$ cat config.mk
export PLATFORM = sky130hd
export DESIGN_NAME = phy_aneg_seq
export DESIGN_NICKNAME = d
export VERILOG_FILES = /design/src/rtl/physeq_pkg.sv /design/src/rtl/physeq_datapath.sv /design/src/rtl/physeq_ctrl.sv /design/src/rtl/phy_aneg_seq.sv
export SDC_FILE = /design/constraint.sdc
export NUM_CORES = 1
export LEC_CHECK = 0
export ABC_AREA = 1
export BUFFER_PORTS_ARGS = -buffer_cell sky130_fd_sc_hd__buf_2
export CAP_MARGIN = 20
export CORE_MARGIN = 1.5
export CORE_UTILIZATION = 45
export DETAILED_ROUTE_END_ITERATION = 7
export PLACE_DENSITY = 0.71
export RECOVER_POWER = 100
export SLEW_MARGIN = 20
export SYNTH_ARGS = -nofsm -noshare
export SYNTH_HDL_FRONTEND = slang
export SYNTH_SLANG_ARGS = --single-unit
$ cat constraint.sdc
create_clock -name clk -period 1.9 [get_ports clk]
set_input_delay 0 -clock clk [delete_from_list [all_inputs] [get_ports clk]]
set_output_delay 0 -clock clk [all_outputs]
set_load 0.02 [all_outputs]
$ cat src/rtl/physeq_pkg.sv
package physeq_pkg;

  typedef enum logic [3:0] {
    S_IDLE, S_RD_ID1, S_RD_ID2, S_WR_RST, S_RD_CTL, S_WAIT_RST, S_RD_VEND,
    S_WR_MASK, S_RD_CAPS, S_WR_ADV, S_WR_ANEG, S_RD_STAT, S_WAIT_ANEG,
    S_WR_RESTART, S_FINISH
  } seqState_e;

  typedef struct packed {
    logic clrAll;
    logic capId1;
    logic incAddr;
    logic setFound;
    logic setFailed;
    logic clrTries;
    logic incTries;
    logic clrWait;
    logic countMs;
    logic capVendor;
    logic capCaps;
    logic capStatus;
  } seqStrobe_t;

  localparam logic [4:0] REG_CTRL = 5'd0;
  localparam logic [4:0] REG_STAT = 5'd1;
  localparam logic [4:0] REG_ID1  = 5'd2;
  localparam logic [4:0] REG_ID2  = 5'd3;
  localparam logic [4:0] REG_ADV  = 5'd4;
  localparam logic [4:0] REG_VEND = 5'd18;
  localparam logic [4:0] REG_MASK = 5'd19;

  localparam logic [15:0] CTL_RESET      = 16'h8000;
  localparam logic [15:0] CTL_ANEG       = 16'h1200;
  localparam logic [15:0] CTL_ANEG_FORCE = 16'h3300;

  localparam int CTL_RESET_BIT  = 15;
  localparam int STAT_DONE_BIT  = 5;
  localparam int STAT_RF_BIT    = 4;
  localparam int VEND_SPD_BIT   = 7;
  localparam int VEND_DPX_BIT   = 6;
  localparam int CAP_LO_BIT     = 11;
  localparam int ADV_LO_BIT     = 5;
  localparam int ABILITY_COUNT  = 5;

  function automatic logic idWordOk(input logic [15:0] w);
    return (w != 16'h0000) && (w != 16'hFFFF) && (w != 16'h8000);
  endfunction

  function automatic logic [15:0] buildAdv(input logic [15:0] caps);
    logic [15:0] adv;
    adv = 16'h0001;
    for (int i = 0; i < ABILITY_COUNT; i++) adv[ADV_LO_BIT+i] = caps[CAP_LO_BIT+i];
    return adv;
  endfunction

endpackage

$ cat src/rtl/physeq_datapath.sv
module physeq_datapath
  import physeq_pkg::*;
#(
  parameter int ADDR_W      = 5,
  parameter int POLL_MS     = 500,
  parameter int RESET_TRIES = 6,
  parameter int ANEG_TRIES  = 20
) (
  input  logic              clk,
  input  logic              rstN,
  input  logic              msTick,
  input  seqStrobe_t        stb,
  input  logic [15:0]       rspData,
  output logic [ADDR_W-1:0] scanAddr,
  output logic [15:0]       advWord,
  output logic              idOk,
  output logic              lastAddr,
  output logic              rstLastTry,
  output logic              anegLastTry,
  output logic              waitDone,
  output logic              rfSeen,
  output logic              found,
  output logic              failed,
  output logic              speed100,
  output logic              fullDuplex
);
  localparam int TRY_MAX = (RESET_TRIES > ANEG_TRIES) ? RESET_TRIES : ANEG_TRIES;
  localparam int TRY_W   = $clog2(TRY_MAX + 1);
  localparam int MS_W    = $clog2(POLL_MS + 1);

  logic [15:0]      id1Q;
  logic [TRY_W-1:0] tries;
  logic [MS_W-1:0]  msCnt;

  always_ff @(posedge clk) begin
    if (!rstN) begin
      scanAddr   <= '0;
      advWord    <= '0;
      id1Q       <= '0;
      tries      <= '0;
      msCnt      <= '0;
      rfSeen     <= 1'b0;
      found      <= 1'b0;
      failed     <= 1'b0;
      speed100   <= 1'b0;
      fullDuplex <= 1'b0;
    end else begin
      if (stb.clrAll) begin
        scanAddr   <= '0;
        advWord    <= '0;
        rfSeen     <= 1'b0;
        found      <= 1'b0;
        failed     <= 1'b0;
        speed100   <= 1'b0;
        fullDuplex <= 1'b0;
      end
      if (stb.incAddr)   scanAddr <= scanAddr + 1'b1;
      if (stb.capId1)    id1Q <= rspData;
      if (stb.setFound)  found <= 1'b1;
      if (stb.setFailed) failed <= 1'b1;
      if (stb.clrTries)      tries <= '0;
      else if (stb.incTries) tries <= tries + 1'b1;
      if (stb.clrWait)                               msCnt <= '0;
      else if (stb.countMs && msTick && !waitDone)   msCnt <= msCnt + 1'b1;
      if (stb.capVendor) begin
        speed100   <= rspData[VEND_SPD_BIT];
        fullDuplex <= rspData[VEND_DPX_BIT];
      end
      if (stb.capCaps)   advWord <= buildAdv(rspData);
      if (stb.capStatus) rfSeen <= rspData[STAT_RF_BIT];
    end
  end

  assign idOk        = idWordOk(id1Q) && idWordOk(rspData);
  assign lastAddr    = &scanAddr;
  assign rstLastTry  = (tries == TRY_W'(RESET_TRIES - 1));
  assign anegLastTry = (tries == TRY_W'(ANEG_TRIES - 1));
  assign waitDone    = (msCnt == MS_W'(POLL_MS));

endmodule

$ cat src/rtl/physeq_ctrl.sv
module physeq_ctrl
  import physeq_pkg::*;
#(
  parameter logic [15:0] IRQ_MASK = 16'h7EC0
) (
  input  logic        clk,
  input  logic        rstN,
  input  logic        start,
  input  logic        mdioBusy,
  input  logic        rspValid,
  input  logic [15:0] rspData,
  input  logic [15:0] advWord,
  input  logic        idOk,
  input  logic        lastAddr,
  input  logic        rstLastTry,
  input  logic        anegLastTry,
  input  logic        waitDone,
  input  logic        rfSeen,
  output logic        reqValid,
  output logic        reqWrite,
  output logic [4:0]  reqReg,
  output logic [15:0] reqData,
  output logic        done,
  output seqStrobe_t  stb
);
  seqState_e state, nextState;
  logic pending, isOp, got;

  always_ff @(posedge clk) begin
    if (!rstN) begin
      state   <= S_IDLE;
      pending <= 1'b0;
    end else begin
      state <= nextState;
      if (reqValid) pending <= 1'b1;
      else if (got) pending <= 1'b0;
    end
  end

  always_comb begin
    isOp     = 1'b1;
    reqWrite = 1'b0;
    reqReg   = REG_ID1;
    reqData  = '0;
    case (state)
      S_RD_ID1:     reqReg = REG_ID1;
      S_RD_ID2:     reqReg = REG_ID2;
      S_WR_RST:     begin reqWrite = 1'b1; reqReg = REG_CTRL; reqData = CTL_RESET; end
      S_RD_CTL:     reqReg = REG_CTRL;
      S_RD_VEND:    reqReg = REG_VEND;
      S_WR_MASK:    begin reqWrite = 1'b1; reqReg = REG_MASK; reqData = IRQ_MASK; end
      S_RD_CAPS:    reqReg = REG_STAT;
      S_WR_ADV:     begin reqWrite = 1'b1; reqReg = REG_ADV; reqData = advWord; end
      S_WR_ANEG:    begin reqWrite = 1'b1; reqReg = REG_CTRL; reqData = CTL_ANEG; end
      S_RD_STAT:    reqReg = REG_STAT;
      S_WR_RESTART: begin reqWrite = 1'b1; reqReg = REG_CTRL; reqData = CTL_ANEG_FORCE; end
      default:      isOp = 1'b0;
    endcase
  end

  assign reqValid = isOp && !pending && !mdioBusy;
  assign got      = pending && rspValid;
  assign done     = (state == S_FINISH);

  always_comb begin
    stb       = '0;
    nextState = state;
    case (state)
      S_IDLE: if (start) begin stb.clrAll = 1'b1; nextState = S_RD_ID1; end
      S_RD_ID1: if (got) begin stb.capId1 = 1'b1; nextState = S_RD_ID2; end
      S_RD_ID2: if (got) begin
        if (idOk)          begin stb.setFound = 1'b1; nextState = S_WR_RST; end
        else if (lastAddr) begin stb.setFailed = 1'b1; nextState = S_FINISH; end
        else               begin stb.incAddr = 1'b1; nextState = S_RD_ID1; end
      end
      S_WR_RST: if (got) begin stb.clrTries = 1'b1; nextState = S_RD_CTL; end
      S_RD_CTL: if (got) begin
        stb.incTries = 1'b1;
        if (!rspData[CTL_RESET_BIT]) nextState = S_RD_VEND;
        else if (rstLastTry)         begin stb.setFailed = 1'b1; nextState = S_FINISH; end
        else                         begin stb.clrWait = 1'b1; nextState = S_WAIT_RST; end
      end
      S_WAIT_RST: begin
        stb.countMs = 1'b1;
        if (waitDone) nextState = S_RD_CTL;
      end
      S_RD_VEND: if (got) begin stb.capVendor = 1'b1; nextState = S_WR_MASK; end
      S_WR_MASK: if (got) nextState = S_RD_CAPS;
      S_RD_CAPS: if (got) begin stb.capCaps = 1'b1; nextState = S_WR_ADV; end
      S_WR_ADV:  if (got) nextState = S_WR_ANEG;
      S_WR_ANEG: if (got) begin stb.clrTries = 1'b1; nextState = S_RD_STAT; end
      S_RD_STAT: if (got) begin
        stb.incTries  = 1'b1;
        stb.capStatus = 1'b1;
        if (rspData[STAT_DONE_BIT]) begin
          stb.setFailed = rspData[STAT_RF_BIT];
          nextState     = S_FINISH;
        end else if (anegLastTry) begin
          stb.setFailed = 1'b1;
          nextState     = S_FINISH;
        end else begin
          stb.clrWait = 1'b1;
          nextState   = S_WAIT_ANEG;
        end
      end
      S_WAIT_ANEG: begin
        stb.countMs = 1'b1;
        if (waitDone) nextState = rfSeen ? S_WR_RESTART : S_RD_STAT;
      end
      S_WR_RESTART: if (got) nextState = S_RD_STAT;
      S_FINISH: nextState = S_IDLE;
      default:  nextState = S_IDLE;
    endcase
  end

endmodule

$ cat src/rtl/phy_aneg_seq.sv
module phy_aneg_seq
  import physeq_pkg::*;
#(
  parameter int          ADDR_W      = 5,
  parameter int          POLL_MS     = 500,
  parameter int          RESET_TRIES = 6,
  parameter int          ANEG_TRIES  = 20,
  parameter logic [15:0] IRQ_MASK    = 16'h7EC0
) (
  input  logic              clk,
  input  logic              rstN,
  input  logic              start,
  input  logic              msTick,
  input  logic              mdioBusy,
  output logic              mdioReqValid,
  output logic              mdioReqWrite,
  output logic [ADDR_W-1:0] mdioReqPhy,
  output logic [4:0]        mdioReqReg,
  output logic [15:0]       mdioReqData,
  input  logic              mdioRspValid,
  input  logic [15:0]       mdioRspData,
  output logic              phyFound,
  output logic [ADDR_W-1:0] phyAddr,
  output logic              linkSpeed100,
  output logic              linkFullDuplex,
  output logic              cfgFailed,
  output logic              seqDone
);
  seqStrobe_t        stb;
  logic [ADDR_W-1:0] scanAddr;
  logic [15:0]       advWord;
  logic idOk, lastAddr, rstLastTry, anegLastTry, waitDone, rfSeen;

  physeq_ctrl #(.IRQ_MASK(IRQ_MASK)) i_ctrl (
    .clk(clk), .rstN(rstN), .start(start), .mdioBusy(mdioBusy),
    .rspValid(mdioRspValid), .rspData(mdioRspData), .advWord(advWord),
    .idOk(idOk), .lastAddr(lastAddr), .rstLastTry(rstLastTry),
    .anegLastTry(anegLastTry), .waitDone(waitDone), .rfSeen(rfSeen),
    .reqValid(mdioReqValid), .reqWrite(mdioReqWrite), .reqReg(mdioReqReg),
    .reqData(mdioReqData), .done(seqDone), .stb(stb)
  );

  physeq_datapath #(
    .ADDR_W(ADDR_W), .POLL_MS(POLL_MS),
    .RESET_TRIES(RESET_TRIES), .ANEG_TRIES(ANEG_TRIES)
  ) i_dp (
    .clk(clk), .rstN(rstN), .msTick(msTick), .stb(stb), .rspData(mdioRspData),
    .scanAddr(scanAddr), .advWord(advWord), .idOk(idOk), .lastAddr(lastAddr),
    .rstLastTry(rstLastTry), .anegLastTry(anegLastTry), .waitDone(waitDone),
    .rfSeen(rfSeen), .found(phyFound), .failed(cfgFailed),
    .speed100(linkSpeed100), .fullDuplex(linkFullDuplex)
  );

  assign mdioReqPhy = scanAddr;
  assign phyAddr    = scanAddr;

endmodule

==> Word level (Yosys, flattened, before mapping) <==
Cells that the tools add are included.
{ "word_totals": {"ff_bits": 51, "out_inout_bits": 38, "wordCells": 151} }
{ "classes": {"addsub": 3, "eq_ne": 34, "n_mux": 67, "bitwise_logic": 1, "n_reduce_logical": 34} }
{ "ops": {"columns": ["cell", "count"], "rows": [
  ["16-bit case mux with 5 select lines", 1],
  ["4-bit 2-to-1 mux", 18],
  ["16-bit inequality test, second input constant", 4],
  ["4-bit case mux with 13 select lines", 1],
  ["1-bit 2-to-1 mux", 34],
  ["16-bit nonzero test", 2],
  ["5-bit case mux with 6 select lines", 1],
  ["4-bit equality test, second input constant", 7],
  ["2-bit by 1-bit inequality test with 1-bit output, second input constant", 12],
  ["10-bit 2-to-1 mux", 2],
  ["4-bit by 3-bit equality test with 1-bit output, second input constant", 4],
  ["2-bit nonzero test", 7],
  ["13-bit AND reduction", 1],
  ["2-bit OR reduction", 6],
  ["11-bit OR reduction", 1],
  ["5-bit by 1-bit adder with 5-bit output, second input constant", 2],
  ["1-bit logical AND", 10],
  ["5-bit 2-to-1 mux", 2],
  ["9-bit by 1-bit adder with 9-bit output, second input constant", 1],
  ["9-bit equality test, second input constant", 1],
  ["4-bit by 2-bit equality test with 1-bit output, second input constant", 2],
  ["2-bit 2-to-1 mux", 4],
  ["3-bit 2-to-1 mux", 2],
  ["5-bit by 3-bit equality test with 1-bit output, second input constant", 1],
  ["11 further kinds", 13]
]} }

==> Logic depth before layout (Yosys ltp) <==
{ "depth": {"word_depth": 8, "ltp_mapped": 12} }

==> Modules after synthesis <==
Synthesis repeated with hierarchy kept, for this count alone.
{ "unflattened": {"hier_cells": 480, "area_unflattened_um2": 3060.4} }
{ "by_module_without_submodules": {"columns": ["mod", "instances", "cells_per_inst", "area_per_inst_um2"], "rows": [
  ["physeq_datapath", 1, 294, 2143.3],
  ["physeq_ctrl", 1, 181, 879.6],
  ["phy_aneg_seq", 1, 5, 37.5]
]} }

==> Least setup slack after synthesis <==
OpenSTA, ideal clock, no wires.
{ "synth_timing": {"kind": "reg-to-output", "from": "register i_ctrl.state[1]", "to": "output mdioReqData[0]", "arrival_time_ps": 1525, "t_required_ps": 1900, "path_slack_ps": 375, "path_stages_with_launch": 7, "n_path_buf": 1, "cell_sequence": "dfxtp_1 > buf_4 > nor2_2 > inv_2 > nor2_1 > inv_1 > nor2_1"} }
{ "synth_between": {"elab_chain_len": 2, "elab_cells_between_ends": 6} }
{ "synth_rtl": {"columns": ["item", "line_no", "rtl"], "rows": [
  ["start, declared", "physeq_ctrl.sv:26", "seqState_e state, nextState;"],
  ["start signal, assigned", "physeq_ctrl.sv:34", "state <= nextState;"],
  ["4-bit equality test, or another cell as far along", "physeq_ctrl.sv:45", "case (state)"],
  ["16-bit case mux with 5 select lines (*)", "physeq_ctrl.sv:45", null],
  ["end, declared", "phy_aneg_seq.sv:19", "output logic [15:0] mdioReqData,"]
]} }
Mark *: on every way between the ends. The rest lies on a longest branch, timed or not.

==> Worst setup path in the final report <==
{ "layout_timing": {"from": "register i_ctrl.state[0]", "to": "output mdioReqWrite"} }
{ "layout_between": {"elab_chain_len": 3, "elab_cells_between_ends": 7} }
{ "layout_rtl": {"columns": ["item", "line_no", "rtl"], "rows": [
  ["4-bit by 2-bit equality test with 1-bit output, or another cell as far along", "physeq_ctrl.sv:45", null],
  ["5-bit OR reduction (no source line) (*)", null, null],
  ["1-bit 2-to-1 mux (*)", "physeq_ctrl.sv:45", null],
  ["end, declared", "phy_aneg_seq.sv:16", "output logic mdioReqWrite,"]
]} }
Marked as above.

==> results.json <==
{
  "crit_buf_inv": 4,
  "die_y_um": 85.7,
  "required_ns": 1.90,
  "antenna_cells": 0,
  "hold_class": "input port to register",
  "drc": 0,
  "hold_viol_final": 1,
  "cp_cell_sequence": "inv_2 > nor2_2 > inv_2 > nor2_1 > inv_1 > nand4_1 > clkbuf_2",
  "max_cap_viol_count": 0,
  "grt_pass1_wl_um": 12200,
  "holdWs_ns": -0.00346,
  "synth_common_cells": "nand2_1, inv_1, a21oi_1",
  "yosys_warnings": 0,
  "yosys.cell_types.count": 33,
  "antenna_found_initial": 0,
  "tritoncts": "done",
  "cts_root_buffer": "clkbuf_8",
  "critPathKind": "register to output port",
  "start_util": 0.474,
  "endpoint_kind": "output port",
  "via_per_inst": 4.95,
  "dp.cells": 606,
  "synth_top_area_share": 0.332,
  "dp_hpwl_um": 5560,
  "netlist_area_um2": 3080,
  "critPathMaxStageDelay_ns": 0.41,
  "syn_inst": 485,
  "skew_ns": 0.00995,
  "slew_viol_final": 0,
  "dieArea_um2": 7350,
  "final.setup.tns_ns": 0,
  "wl_per_cell_um": 11.6,
  "p_leak_nw": 1.63,
  "place_congestion": 1.01,
  "portBuffers": 54,
  "power.density_nw_per_um2": 749,
  "ys_ff_latch": 51,
  "status": "complete, but fails checks",
  "io_pins": 60,
  "rsz0062_at_grt": "false",
  "cp_top_family": "simple AND/OR/NAND/NOR gates",
  "regArea_um2": 1020,
  "ys.flop_type": "dfxtp_1",
  "grt_overflow_total": 0,
  "final_cells": 622,
  "fin_crit_ns": 1.79,
  "slowest_stage": "dfxtp_1",
  "async_flop_share": 0,
  "avgSynthCellArea_um2": 6.35,
  "yosysTopAreaCell": "dfxtp_1",
  "slew-limit-headroom": 0.514,
  "vdd_ir_drop_max_mv": 0.646,
  "fmax_mhz": 560,
  "synth-edff-count": 0,
  "setup-violations-final": 0,
  "yosysSeqAreaShare": 0.332,
  "worstMarginPinSlew_ns": 0.729,
  "multi_input_area_um2": 1640,
  "cp-start-kind": "register",
  "post-synth-top-count-cell": "nand2_1",
  "fillCellCount": 647,
  "ant_nets": 0,
  "grt_pass1_vias": 2917,
  "clockBufferDepth": 2,
  "area_growth_pct": 14.9,
  "clkSinkCount": 51,
  "track_usage": 0.204,
  "clk_latency_ns": 0.31,
  "vias": 3076,
  "die_x_um": 85.7,
  "synth_area_leaders": "dfxtp_1, nand2_1, a21oi_1",
  "cp_max_fo": 6,
  "period_share": 0.940,
  "drt_iter0_drc": 105,
  "violations": "negative hold slack",
  "drive_gt1_frac": 0.152,
  "path_clk_slew_ns": 0.10,
  "cts_buffers": 5,
  "grt_max_degree": 29,
  "ctsHtreeMaxLevel": 2,
  "wl_um": 7230,
  "crit_arrival_ns": 1.79,
  "rows": 29,
  "final_nets": 573,
  "dr.pass1.iters": 5,
  "crit_top_cell": "inv_2",
  "core_region_area_um2": 6490
}
## metrics by stage
stage          hold WS [ns]  setup WS [ns]   util  area [um2]  power [mW]
2_1_floorplan         0.147          0.375      -        3090        1.74
3_3_place_gp          0.302          0.300  0.520        3380        1.91
3_5_place_dp          0.311          0.240  0.520        3380        1.93
4_1_cts            0.000362          0.130  0.549        3560        2.68
5_1_grt              0.0210         0.0100  0.545        3540        2.81
6_report           -0.00346          0.114  0.545        3540        2.65
## state kept, by name (all words and copies together) (netlist names)
register / flops
i_dp.advWord: 6
i_dp.failed: 1
i_dp.id1Q: 16
i_dp.speed100: 1
i_dp.msCnt: 9
i_ctrl.pending: 1
i_dp.tries: 5
i_ctrl.state: 4
i_dp.found: 1
i_dp.scanAddr: 5
i_dp.rfSeen: 1
i_dp.fullDuplex: 1
## cell families (layout without fill, tap and decap cells)
logic type / Yosys count / after routing / synth area share
compound gates: 79 / 79 / 0.138
xor+xnor: 6 / 6 / 0.0171
fa+ha+maj: 6 / 6 / 0.0244
buf+inv: 95 / 151 / 0.136
flops: 51 / 51 / 0.332
other cells: 1 / 5 / 0.00122
simple gates: 247 / 247 / 0.352
## worst reg2reg max path: stages (launching register included)
cell and delay [ns]:
dfxtp_1 0.36, nor2_1 0.26, inv_1 0.12, nor2_1 0.15, inv_1 0.09, nor2_2 0.19
inv_1 0.10, nand2_1 0.06, inv_1 0.09, nand2_1 0.07, a21oi_1 0.06
## metal layers
metal	share of wire	global-route usage	vias up
met4	0.017	0.0645	0
met3	0.047	0.0337	15
met2	0.47	0.366	82
met1	0.46	0.249	1352
li1	-	-	1627
met5	0	0	-
## final timing paths
check	cells after the start	endpoint	slack, ns	startpoint
max	7	mdioReqWrite	0.11	i_ctrl.state[0]$_SDFFE_PN0P_
min	3	i_dp.id1Q[3]$_SDFFE_PN0P_	-0.003	mdioRspData[3]
max reg2reg	10	i_dp.advWord[6]$_SDFFE_PN0P_	0.20	i_ctrl.state[0]$_SDFFE_PN0P_
min reg2reg	2	i_dp.advWord[7]$_SDFFE_PN0P_	0.47	i_dp.advWord[7]$_SDFFE_PN0P_
## report_power, final
| group | leakage (nW) | total [mW] | internal (mW) | switching (mW) |
|---|---|---|---|---|
| Sequential | 0.412 | 1.16 | 1.11 | 0.0420 |
| Combinational | 1.16 | 0.748 | 0.229 | 0.519 |
| Clock | 0.0502 | 0.746 | 0.385 | 0.361 |
## final cells by class
type,instances,share of cell area
repair buffers,71,0.112
flip-flops and latches,51,0.289
well taps,77,0.0272
inverters,73,0.0774
clock buffers,5,0.0194
clock inverters,2,0.0106
multi-input cells,343,0.464
## layout by cell type, fill, tap and decap left out, types with 5 or more instances in the layout
cell type / count
buf_2: 29
nor2_1: 46
nand4_1: 6
o21ai_0: 18
nand3_1: 30
buf_4: 7
nor2_2: 7
clkbuf_2: 9
a21oi_1: 52
nor3_1: 11
clkbuf_8: 5
inv_2: 10
dfxtp_1: 50
dlygate4sd3_1: 9
ha_1: 6
inv_1: 63
clkbuf_1: 17
nand2_1: 135
conb_1: 5
## timing repair
| item | 4_1_cts | 5_1_grt |
|---|---|---|
| hold buffers | 8 | 1 |
| endpoints found under the setup margin | 0 | 5 |
| setup buffers | 0 | 0 |
| resized for setup | 0 | 3 |
| endpoints found under the hold margin | 10 | 1 |
No activity file was read; power rests on OpenSTA's default activity.
